File: src/rtl/ssp_pkg.sv
package ssp_pkg;

   typedef enum logic {
      ROLE_SLAVE  = 1'b0,
      ROLE_MASTER = 1'b1
   } role_e;

   // counter width able to hold values 0 .. v-1, never below one bit
   function automatic int unsigned cnt_w(input int unsigned v);
      return (v <= 2) ? 1 : $clog2(v);
   endfunction

endpackage

File: src/rtl/ssp_sync.sv
module ssp_sync #(
   parameter int unsigned STAGES  = 2,
   parameter logic        RST_VAL = 1'b0
) (
   input  logic clk_i,
   input  logic rst_ni,
   input  logic d_i,
   output logic q_o
);

   if (STAGES < 2) begin : g_bad_stages
      $error("ssp_sync: STAGES must be at least 2");
   end

   logic [STAGES-1:0] chain_q;

   for (genvar g = 0; g < STAGES; g++) begin : g_stage
      if (g == 0) begin : g_first
         always_ff @(posedge clk_i or negedge rst_ni) begin
            if (!rst_ni) chain_q[g] <= RST_VAL;
            else         chain_q[g] <= d_i;
         end
      end else begin : g_next
         always_ff @(posedge clk_i or negedge rst_ni) begin
            if (!rst_ni) chain_q[g] <= RST_VAL;
            else         chain_q[g] <= chain_q[g-1];
         end
      end
   end

   assign q_o = chain_q[STAGES-1];

endmodule

File: src/rtl/ssp_sck_gen.sv
module ssp_sck_gen #(
   parameter int unsigned HALF_DIV = 4
) (
   input  logic clk_i,
   input  logic rst_ni,
   input  logic run_i,
   output logic sck_o,
   output logic rise_o,
   output logic fall_o
);

   if (HALF_DIV < 1) begin : g_bad_div
      $error("ssp_sck_gen: HALF_DIV must be at least 1");
   end

   localparam int unsigned CW = ssp_pkg::cnt_w(HALF_DIV);
   localparam logic [CW-1:0] CNT_LAST = CW'(HALF_DIV - 1);

   logic [CW-1:0] cnt_q;
   logic          sck_q;
   logic          tick;

   assign tick = run_i && (cnt_q == CNT_LAST);

   always_ff @(posedge clk_i or negedge rst_ni) begin
      if (!rst_ni) begin
         cnt_q <= '0;
         sck_q <= 1'b0;
      end else if (!run_i) begin
         cnt_q <= '0;
         sck_q <= 1'b0;
      end else if (tick) begin
         cnt_q <= '0;
         sck_q <= ~sck_q;
      end else begin
         cnt_q <= cnt_q + 1'b1;
      end
   end

   assign sck_o  = sck_q;
   assign rise_o = tick && !sck_q;
   assign fall_o = tick &&  sck_q;

endmodule

File: src/rtl/ssp_shifter.sv
module ssp_shifter #(
   parameter int unsigned DATA_W    = 8,
   parameter bit          MSB_FIRST = 1'b1
) (
   input  logic              clk_i,
   input  logic              rst_ni,
   input  logic              load_i,
   input  logic [DATA_W-1:0] load_data_i,
   input  logic              rise_i,
   input  logic              fall_i,
   input  logic              abort_i,
   input  logic              sdi_i,
   output logic              sdo_o,
   output logic              last_o,
   output logic              done_o,
   output logic [DATA_W-1:0] rx_o
);

   if (DATA_W < 2) begin : g_bad_width
      $error("ssp_shifter: DATA_W must be at least 2");
   end

   localparam int unsigned BW = ssp_pkg::cnt_w(DATA_W);
   localparam logic [BW-1:0] BIT_LAST = BW'(DATA_W - 1);

   logic [DATA_W-1:0] sh_q;
   logic [DATA_W-1:0] rx_q;
   logic [DATA_W-1:0] sh_next;
   logic [BW-1:0]     bit_q;
   logic              samp_q;
   logic              done_q;

   if (MSB_FIRST) begin : g_msb
      assign sh_next = {sh_q[DATA_W-2:0], samp_q};
      assign sdo_o   = sh_q[DATA_W-1];
   end else begin : g_lsb
      assign sh_next = {samp_q, sh_q[DATA_W-1:1]};
      assign sdo_o   = sh_q[0];
   end

   assign last_o = (bit_q == BIT_LAST);

   always_ff @(posedge clk_i or negedge rst_ni) begin
      if (!rst_ni) begin
         sh_q   <= '0;
         rx_q   <= '0;
         bit_q  <= '0;
         samp_q <= 1'b0;
         done_q <= 1'b0;
      end else begin
         done_q <= 1'b0;
         if (abort_i) begin
            bit_q <= '0;
         end else if (load_i) begin
            sh_q  <= load_data_i;
            bit_q <= '0;
         end else begin
            if (rise_i) samp_q <= sdi_i;
            if (fall_i) begin
               sh_q <= sh_next;
               if (last_o) begin
                  bit_q  <= '0;
                  rx_q   <= sh_next;
                  done_q <= 1'b1;
               end else begin
                  bit_q <= bit_q + 1'b1;
               end
            end
         end
      end
   end

   assign done_o = done_q;
   assign rx_o   = rx_q;

endmodule

File: src/rtl/ssp_sel_ctl.sv
module ssp_sel_ctl #(
   parameter int unsigned SYNC_STAGES = 2
) (
   input  logic clk_i,
   input  logic rst_ni,
   input  logic master_i,
   input  logic sel_en_i,
   input  logic sel_ni,
   input  logic err_clr_i,
   output logic err_o,
   output logic fault_o,
   output logic slave_active_o
);

   logic sel_hi;
   logic fault_now;
   logic err_q;

   ssp_sync #(.STAGES(SYNC_STAGES), .RST_VAL(1'b1)) u_sel_sync (
      .clk_i  (clk_i),
      .rst_ni (rst_ni),
      .d_i    (sel_ni),
      .q_o    (sel_hi)
   );

   assign fault_now = master_i && sel_en_i && !sel_hi;

   always_ff @(posedge clk_i or negedge rst_ni) begin
      if (!rst_ni)                  err_q <= 1'b0;
      else if (fault_now)           err_q <= 1'b1;
      else if (err_clr_i && sel_hi) err_q <= 1'b0;
   end

   assign err_o          = err_q;
   assign fault_o        = fault_now || err_q;
   assign slave_active_o = !sel_en_i || !sel_hi;

endmodule

File: src/rtl/sync_ser_port.sv
module sync_ser_port #(
   parameter int unsigned DATA_W      = 8,
   parameter int unsigned HALF_DIV    = 4,
   parameter int unsigned SYNC_STAGES = 2,
   parameter bit          MSB_FIRST   = 1'b1
) (
   input  logic              clk_i,
   input  logic              rst_ni,
   input  logic              ctl_master_i,
   input  logic              ctl_sel_en_i,
   input  logic              err_clr_i,
   input  logic [DATA_W-1:0] tx_data_i,
   input  logic              tx_start_i,
   output logic [DATA_W-1:0] rx_data_o,
   output logic              done_irq_o,
   output logic              err_flag_o,
   input  logic              sel_ni,
   input  logic              sck_i,
   output logic              sck_o,
   output logic              sck_oe_o,
   input  logic              sd_in_i,
   output logic              sd_out_o,
   output logic              sd_out_oe_o
);

   import ssp_pkg::*;

   role_e role;
   logic  is_master;
   logic  err_q, fault, slave_active;
   logic  sck_s, sck_d, sdi_s;
   logic  s_rise, s_fall, m_rise, m_fall;
   logic  busy_q, run, m_start, load;
   logic  last_bit, done;

   assign role      = role_e'(ctl_master_i);
   assign is_master = (role == ROLE_MASTER);

   ssp_sel_ctl #(.SYNC_STAGES(SYNC_STAGES)) u_sel (
      .clk_i          (clk_i),
      .rst_ni         (rst_ni),
      .master_i       (is_master),
      .sel_en_i       (ctl_sel_en_i),
      .sel_ni         (sel_ni),
      .err_clr_i      (err_clr_i),
      .err_o          (err_q),
      .fault_o        (fault),
      .slave_active_o (slave_active)
   );

   ssp_sync #(.STAGES(SYNC_STAGES), .RST_VAL(1'b0)) u_sck_sync (
      .clk_i (clk_i), .rst_ni (rst_ni), .d_i (sck_i), .q_o (sck_s)
   );

   ssp_sync #(.STAGES(SYNC_STAGES), .RST_VAL(1'b0)) u_sdi_sync (
      .clk_i (clk_i), .rst_ni (rst_ni), .d_i (sd_in_i), .q_o (sdi_s)
   );

   always_ff @(posedge clk_i or negedge rst_ni) begin
      if (!rst_ni) sck_d <= 1'b0;
      else         sck_d <= sck_s;
   end

   assign s_rise = !is_master && slave_active &&  sck_s && !sck_d;
   assign s_fall = !is_master && slave_active && !sck_s &&  sck_d;

   assign m_start = tx_start_i && is_master && !fault && !busy_q;
   assign load    = m_start || (tx_start_i && !is_master);
   assign run     = busy_q && !fault;

   always_ff @(posedge clk_i or negedge rst_ni) begin
      if (!rst_ni)                      busy_q <= 1'b0;
      else if (!is_master || fault)     busy_q <= 1'b0;
      else if (m_start)                 busy_q <= 1'b1;
      else if (m_fall && last_bit)      busy_q <= 1'b0;
   end

   ssp_sck_gen #(.HALF_DIV(HALF_DIV)) u_sck_gen (
      .clk_i  (clk_i),
      .rst_ni (rst_ni),
      .run_i  (run),
      .sck_o  (sck_o),
      .rise_o (m_rise),
      .fall_o (m_fall)
   );

   ssp_shifter #(.DATA_W(DATA_W), .MSB_FIRST(MSB_FIRST)) u_shift (
      .clk_i       (clk_i),
      .rst_ni      (rst_ni),
      .load_i      (load),
      .load_data_i (tx_data_i),
      .rise_i      (is_master ? m_rise : s_rise),
      .fall_i      (is_master ? m_fall : s_fall),
      .abort_i     (is_master && fault),
      .sdi_i       (sdi_s),
      .sdo_o       (sd_out_o),
      .last_o      (last_bit),
      .done_o      (done),
      .rx_o        (rx_data_o)
   );

   assign done_irq_o  = done;
   assign err_flag_o  = err_q;
   assign sck_oe_o    = is_master && !err_q;
   assign sd_out_oe_o = is_master ? !err_q : slave_active;

endmodule

File: config.mk
export PLATFORM = sky130hd
export DESIGN_NAME = sync_ser_port
export DESIGN_NICKNAME = d
export VERILOG_FILES = /design/src/rtl/ssp_pkg.sv /design/src/rtl/ssp_sync.sv /design/src/rtl/ssp_sck_gen.sv /design/src/rtl/ssp_shifter.sv /design/src/rtl/ssp_sel_ctl.sv /design/src/rtl/sync_ser_port.sv
export SDC_FILE = /design/constraint.sdc
export NUM_CORES = 1
export LEC_CHECK = 0
export ABC_AREA = 1
export BUFFER_PORTS_ARGS = -buffer_cell sky130_fd_sc_hd__clkbuf_2
export CORE_ASPECT_RATIO = 2
export CORE_UTILIZATION = 53
export CTS_BUF_LIST = sky130_fd_sc_hd__clkbuf_16
export DETAILED_ROUTE_END_ITERATION = 7
export GPL_ROUTABILITY_DRIVEN = 1
export PLACE_DENSITY = 0.87
export REMOVE_ABC_BUFFERS = 1
export SETUP_SLACK_MARGIN = 0.2
export SYNTH_ARGS = -nofsm -noshare
export SYNTH_HDL_FRONTEND = slang
export SYNTH_SLANG_ARGS = --single-unit
File: constraint.sdc
create_clock -name clk_i -period 1.8 [get_ports clk_i]
set_input_delay 0.45 -clock clk_i [delete_from_list [all_inputs] [get_ports clk_i]]
set_output_delay 0.45 -clock clk_i [all_outputs]
set_load 0.02 [all_outputs]
Word-level counts from Yosys, hierarchy flattened
Index checks and enable logic that the tools add are counted.
{"block": "classes", "addsub": 2, "n_eq_ne": 3, "muxes": 22, "n_bitwise": 3, "reduce_logical": 39}
{"op": "logical AND 1 bit", "count": 19}
{"op": "two-way mux 8 bit", "count": 2}
{"op": "two-way mux 1 bit", "count": 14}
{"op": "two-way mux 3 bit", "count": 4}
{"op": "logical NOT 1 bit", "count": 9}
{"op": "nonzero test 3 bit", "count": 2}
{"op": "logical OR 1 bit", "count": 4}
{"op": "two-way mux 2 bit", "count": 2}
{"op": "AND reduction 4 bit", "count": 1}
{"op": "nonzero test 2 bit", "count": 2}
{"op": "adder 3 x 1 -> 3 bit (second input constant)", "count": 1}
{"op": "equality test 3 bit (second input constant)", "count": 1}
{"op": "NOT 1 bit", "count": 3}
{"op": "AND reduction 3 bit", "count": 1}
{"op": "adder 2 x 1 -> 2 bit (second input constant)", "count": 1}
{"op": "equality test 2 bit (second input constant)", "count": 1}
{"op": "inequality test 2 bit (second input constant)", "count": 1}
{"op": "AND reduction 2 bit", "count": 1}
{"block": "word_totals", "reg_bits": 33, "inputBits": 17, "out_inout_bits": 14, "word_cells": 85}

Longest topological paths before layout
{"block": "depth", "depth_word": 11, "ltp_mapped": 10, "mapped_depth_nobuf": 9}

Hierarchy
A second synthesis with hierarchy kept.
{"block": "hier_totals", "hier_cells": 181, "hier_area_um2": 1498.9}
{"mod": "ssp_shifter", "instances": 1, "cells_each": 123, "area_per_inst_um2": 994.7, "seq_area_each_um2": 525.5}
{"mod": "sync_ser_port", "instances": 1, "cells_each": 27, "area_per_inst_um2": 150.1, "seq_area_each_um2": 50.0}
{"mod": "ssp_sck_gen", "instances": 1, "cells_each": 16, "area_per_inst_um2": 135.1, "seq_area_each_um2": 75.1}
{"mod": "ssp_sync at u_sck_sync ...", "instances": 2, "cells_each": 2, "area_per_inst_um2": 50.0, "seq_area_each_um2": 50.0}
{"mod": "ssp_sel_ctl", "instances": 1, "cells_each": 9, "area_per_inst_um2": 66.3, "seq_area_each_um2": 25.0}
{"mod": "ssp_sync at u_sel.u_sel_sync", "instances": 1, "cells_each": 2, "area_per_inst_um2": 52.6, "seq_area_each_um2": 52.6}

Worst setup path after synthesis
No wires, ideal clock.
{"block": "synth_timing", "path_kind": "register to output", "start": "register u_sel.err_q (netlist: u_sel.err_o)", "end": "output sd_out_oe_o", "t_arrival_ns": 0.993, "t_required_ns": 1.350, "path_slack_ns": 0.357, "stages_incl_launch_ff": 3, "n_path_buf": 0, "path_cell_list": "dfrtp_1 nor2_8 or2_2"}
{"block": "synth_between", "elab_chain_len": 2}
{"element": "from (decl)", "line_no": "ssp_sel_ctl.sv:17", "text": "logic err_q;"}
{"element": "from (signal assigned)", "line_no": "ssp_sel_ctl.sv:29", "text": "if (!rst_ni) err_q <= 1'b0;"}
{"element": "from (signal assigned)", "line_no": "ssp_sel_ctl.sv:30", "text": "else if (fault_now) err_q <= 1'b1;"}
{"element": "from (signal assigned)", "line_no": "ssp_sel_ctl.sv:31", "text": "else if (err_clr_i && sel_hi) err_q <= 1'b0;"}
{"element": "logical NOT 1 bit", "line_no": "sync_ser_port.sv:105", "text": "assign sd_out_oe_o = is_master ? !err_q : slave_active;"}
{"element": "two-way mux 1 bit", "line_no": "sync_ser_port.sv:105"}
{"element": "to (decl)", "line_no": "sync_ser_port.sv:23", "text": "output logic sd_out_oe_o"}
Every way passes these cells.

Final worst setup path
{"block": "layout_timing", "start": "register u_sel.u_sel_sync.chain_q[1] (netlist: u_sel.u_sel_sync.q_o)", "end": "output sd_out_oe_o"}
{"block": "layout_between", "elab_chain_len": 3}
{"element": "from (decl)", "line_no": "ssp_sync.sv:15", "text": "logic [STAGES-1:0] chain_q;"}
{"element": "from (signal, indexed assignment)", "line_no": "ssp_sync.sv:26", "text": "else chain_q[g] <= chain_q[g-1];"}
{"element": "logical NOT 1 bit", "line_no": "ssp_sel_ctl.sv:36", "text": "assign slave_active_o = !sel_en_i || !sel_hi;"}
{"element": "logical OR 1 bit", "line_no": "ssp_sel_ctl.sv:36"}
{"element": "two-way mux 1 bit", "line_no": "sync_ser_port.sv:105"}
Every way passes these cells.

==> impl_results.md <==
* Met1 usage at a little under a third
* Synth cell types at 25
* Largest fanout on the critical path at 2
* Area share of the largest cell type after synthesis at between 50% and 60%
* Number of synthesized flops with an enable pin at 0
* Clock Path Buffers at 2
* Gr usage total at 24.8%
* Slew Limit Fails at 0
* Die Span Y at 77.9 µm
* Final wirelength at roughly 3500 µm
* H-tree depth at 2
* Clock transition at the registers of the reported paths at ~0.050 ns
* First-pass GRT wire length at about 5400 µm
* I/O Pins at 31
* Crit-path cells: a21oi_4 > or2_4 > buf_8
* GP Congestion at between 0.8 and 0.9
* Initial Utilization at 55.8%
* Area grow syn2layout at 33.7%
* Fmax at 0.580 GHz
* Cells after DPL at 220
* CP bufs+invs at 1
* Root buffer selected by CTS: clkbuf_16
* DRC at 0
* Met3 Use GR at under 10%
* Setup Skew at between 0.008 and 0.009 ns
* CP required at roughly 1.4 ns
* CTS sink cnt at 33
* FP Rows at 27
* FF+latch count, synth at 33
* Vias per cell at 5.45
* GR peak layer: met2
* Start point of the critical path: u_sel.u_sel_sync.q_o
* Worst r2r path cells at 10
* Synth warn at 0
* Slew headroom at a little under two thirds
* Crit Path Class: reg2out
* Fin worst setup slack at roughly 0.075 ns
* Fin crit period at 1.73 ns
* Lkg Pwr at between 1 and 1.5 nW
* TNS Setup at 0 ns
* Crit start category: register
* DRT Pass-1 Iters at 4
* Met2 capacity usage during global routing at 38.2%
* IO Port Bufs at 30
* Post-route ant nets at 0
* Fin cells at ~240
* Unrepaired setup endpoints after global routing: true
* Most common cell in the synthesized netlist: nand2_1
* Leading post-synthesis cells by cell area: dfrtp_1 (51%), nand2_1 (11%), inv_1 (4.7%)
* Initial antenna violation count at 0
* Total congestion overflow at 0
* Clk Latency, worst-skew pair at between 0.2 and 0.3 ns
* Hold/Removal Path Class: in2async
* Worst EP arrival at 1.28 ns
* Largest net degree at the start of global routing at 34
* Crit. End Element: primary output
* Layout net count at roughly 230
* Final Hold Vio Count at 0
* Crit-path max cell delay at between 0.5 and 0.6 ns
* WP depth at 3
* Status: complete, no violations
* CTS tree: done
* Place WS at between 0.1 and 0.15 ns
* Syn Inst Count at about 160
* Post-layout util at between 70% and 80%
* VDD IR max at roughly 800 µV
* WHS at between 0.15 and 0.2 ns
* Die Area at 3110 µm²
* Diode count at 0
* Tcrit/Tclk final at between 90% and 100%
* Quantity of hold-fixing buffers added after cts at 0
* R2R Path Start: u_sel.u_sel_sync.q_o
* Fraction of layout cells with a size suffix above 1 at a little under two fifths
* Ys async rst share at 100%
* Max_cap viols at 0
* CP max stage cell: dfstp_2
* Die Wd at roughly 40 µm
* Post-synth top flop: dfrtp_1
* Crit path max-delay family: flip-flops
* Synthesized area at around 1500 µm²
* Num CTS Buffers at 5
* Cell taking the most area after synthesis: dfrtp_1
* Core area at between 2000 and 3000 µm²
* Part of the Yosys area used for sequential elements at between 50% and 60%
* DR iter-0 viols at 59
* Cell Pwr Density at between 900 and 1000 nW/µm²
* DR vias at 1,292
* Routed WL per cell at between 10 and 15 µm
* Synth cell count leaders: nand2_1 (45), dfrtp_1 (31), inv_1 (19), nand3_1 (12), o21ai_0 (9)
* Syn_area_per_cell at 9.37 µm²
* Pin slew with the least headroom to its limit at 0.545 ns
* Setup-failing EPs final at 0
* Vias in the first global route at approximately 1,200
* DPL Wire Length at ~1900 µm
## worst reg2reg max path, cell delays in order, from the launching register on
cell and delay, ns:
dfstp_2 0.56, buf_6 0.12, inv_4 0.04, nand3_4 0.06
nand3_4 0.09, nor2_4 0.17, nand3_4 0.15, nand2_8 0.13
buf_4 0.13, nand3_1 0.08, nand2_1 0.10
## kinds of logic after synthesis
group                      synth area share [%]
DFF                                        54.2
adders and majority gates                  2.46
AOI/OAI and AO/OA                          7.04
and+or+nand+nor                            28.2
buffers and inverters                      8.11
## flip-flops by register name, indices dropped and copies added, names as in the netlist
signal                    count
busy_q                        1
sck_d                         1
u_sck_gen.cnt_q               2
u_sck_gen.sck_o               1
u_sck_sync.chain_q            1
u_sck_sync.q_o                1
u_sdi_sync.chain_q            1
u_sdi_sync.q_o                1
u_sel.err_o                   1
u_sel.u_sel_sync.chain_q      1
u_sel.u_sel_sync.q_o          1
u_shift.bit_q                 3
u_shift.done_o                1
u_shift.rx_o                  8
u_shift.samp_q                1
u_shift.sh_q                  8
## where the power goes
part / switching (mW) / internal (mW) / total (mW)
registers: 0.0498 / 0.814 / 0.864
logic: 0.195 / 0.114 / 0.308
clock network: 0.288 / 0.496 / 0.784
## final timing paths
check / endpoint / slack [ns]
worst min register to register: u_sdi_sync.q_o / 0.35
worst min-delay path: u_sck_gen.sck_o / 0.18
min in group clk_i: u_sel.u_sel_sync.chain_q[0] / 0.26
worst max register to register: u_shift.bit_q[0] / 0.10
max in group asynchronous: u_sel.u_sel_sync.chain_q[0] / 1.29
worst max-delay path: sd_out_oe_o / 0.07
## cells in the final DEF, fill, tap and decap left out, types with 2 or more instances in the layout
cell and count:
nor2_1 5, nand2_8 2, nand3_2 5, clkbuf_2 29, dfstp_2 2, buf_4 7
o21ai_1 7, o21ai_0 9, inv_1 19, nand2_2 5, clkbuf_16 5, nand3_4 6
inv_2 3, nand4_1 8, buf_6 3, inv_4 2, nand3_1 6, dfrtp_1 31
o21ai_2 2, ha_1 3, nand2_1 40
## area by class of cell
type | count | area [µm²]
repair buffers | 40 | 246
clock inverters | 3 | 11.3
flip-flops and latches | 33 | 828
well taps | 29 | 36.3
inverters | 21 | 83.8
fillers | 198 | 694
multi-input cells | 106 | 711
clock buffers | 5 | 125
## metal layers
layer | wire length [µm] | vias to the layer above
met5 | 0 | -
met4 | 116 | 0
met3 | 156 | 13
met2 | 1820 | 47
met1 | 1360 | 613
li1 | - | 619
## metrics by stage
step | power [mW] | cell area [µm²]
5_1_grt | 2.05 | 2040
4_1_cts | 1.93 | 1880
3_5_place_dp | 1.13 | 1690
6_report | 1.96 | 2040
3_3_place_gp | 1.12 | 1690
2_1_floorplan | 1.04 | 1490
## what timing repair did
action,4_1_cts,5_1_grt
setup endpoints to repair,9,22
setup buffers,3,4
cloned,0,2
resized for setup,6,26
pin swaps,2,17
No activity file was read; power rests on OpenSTA's default activity.
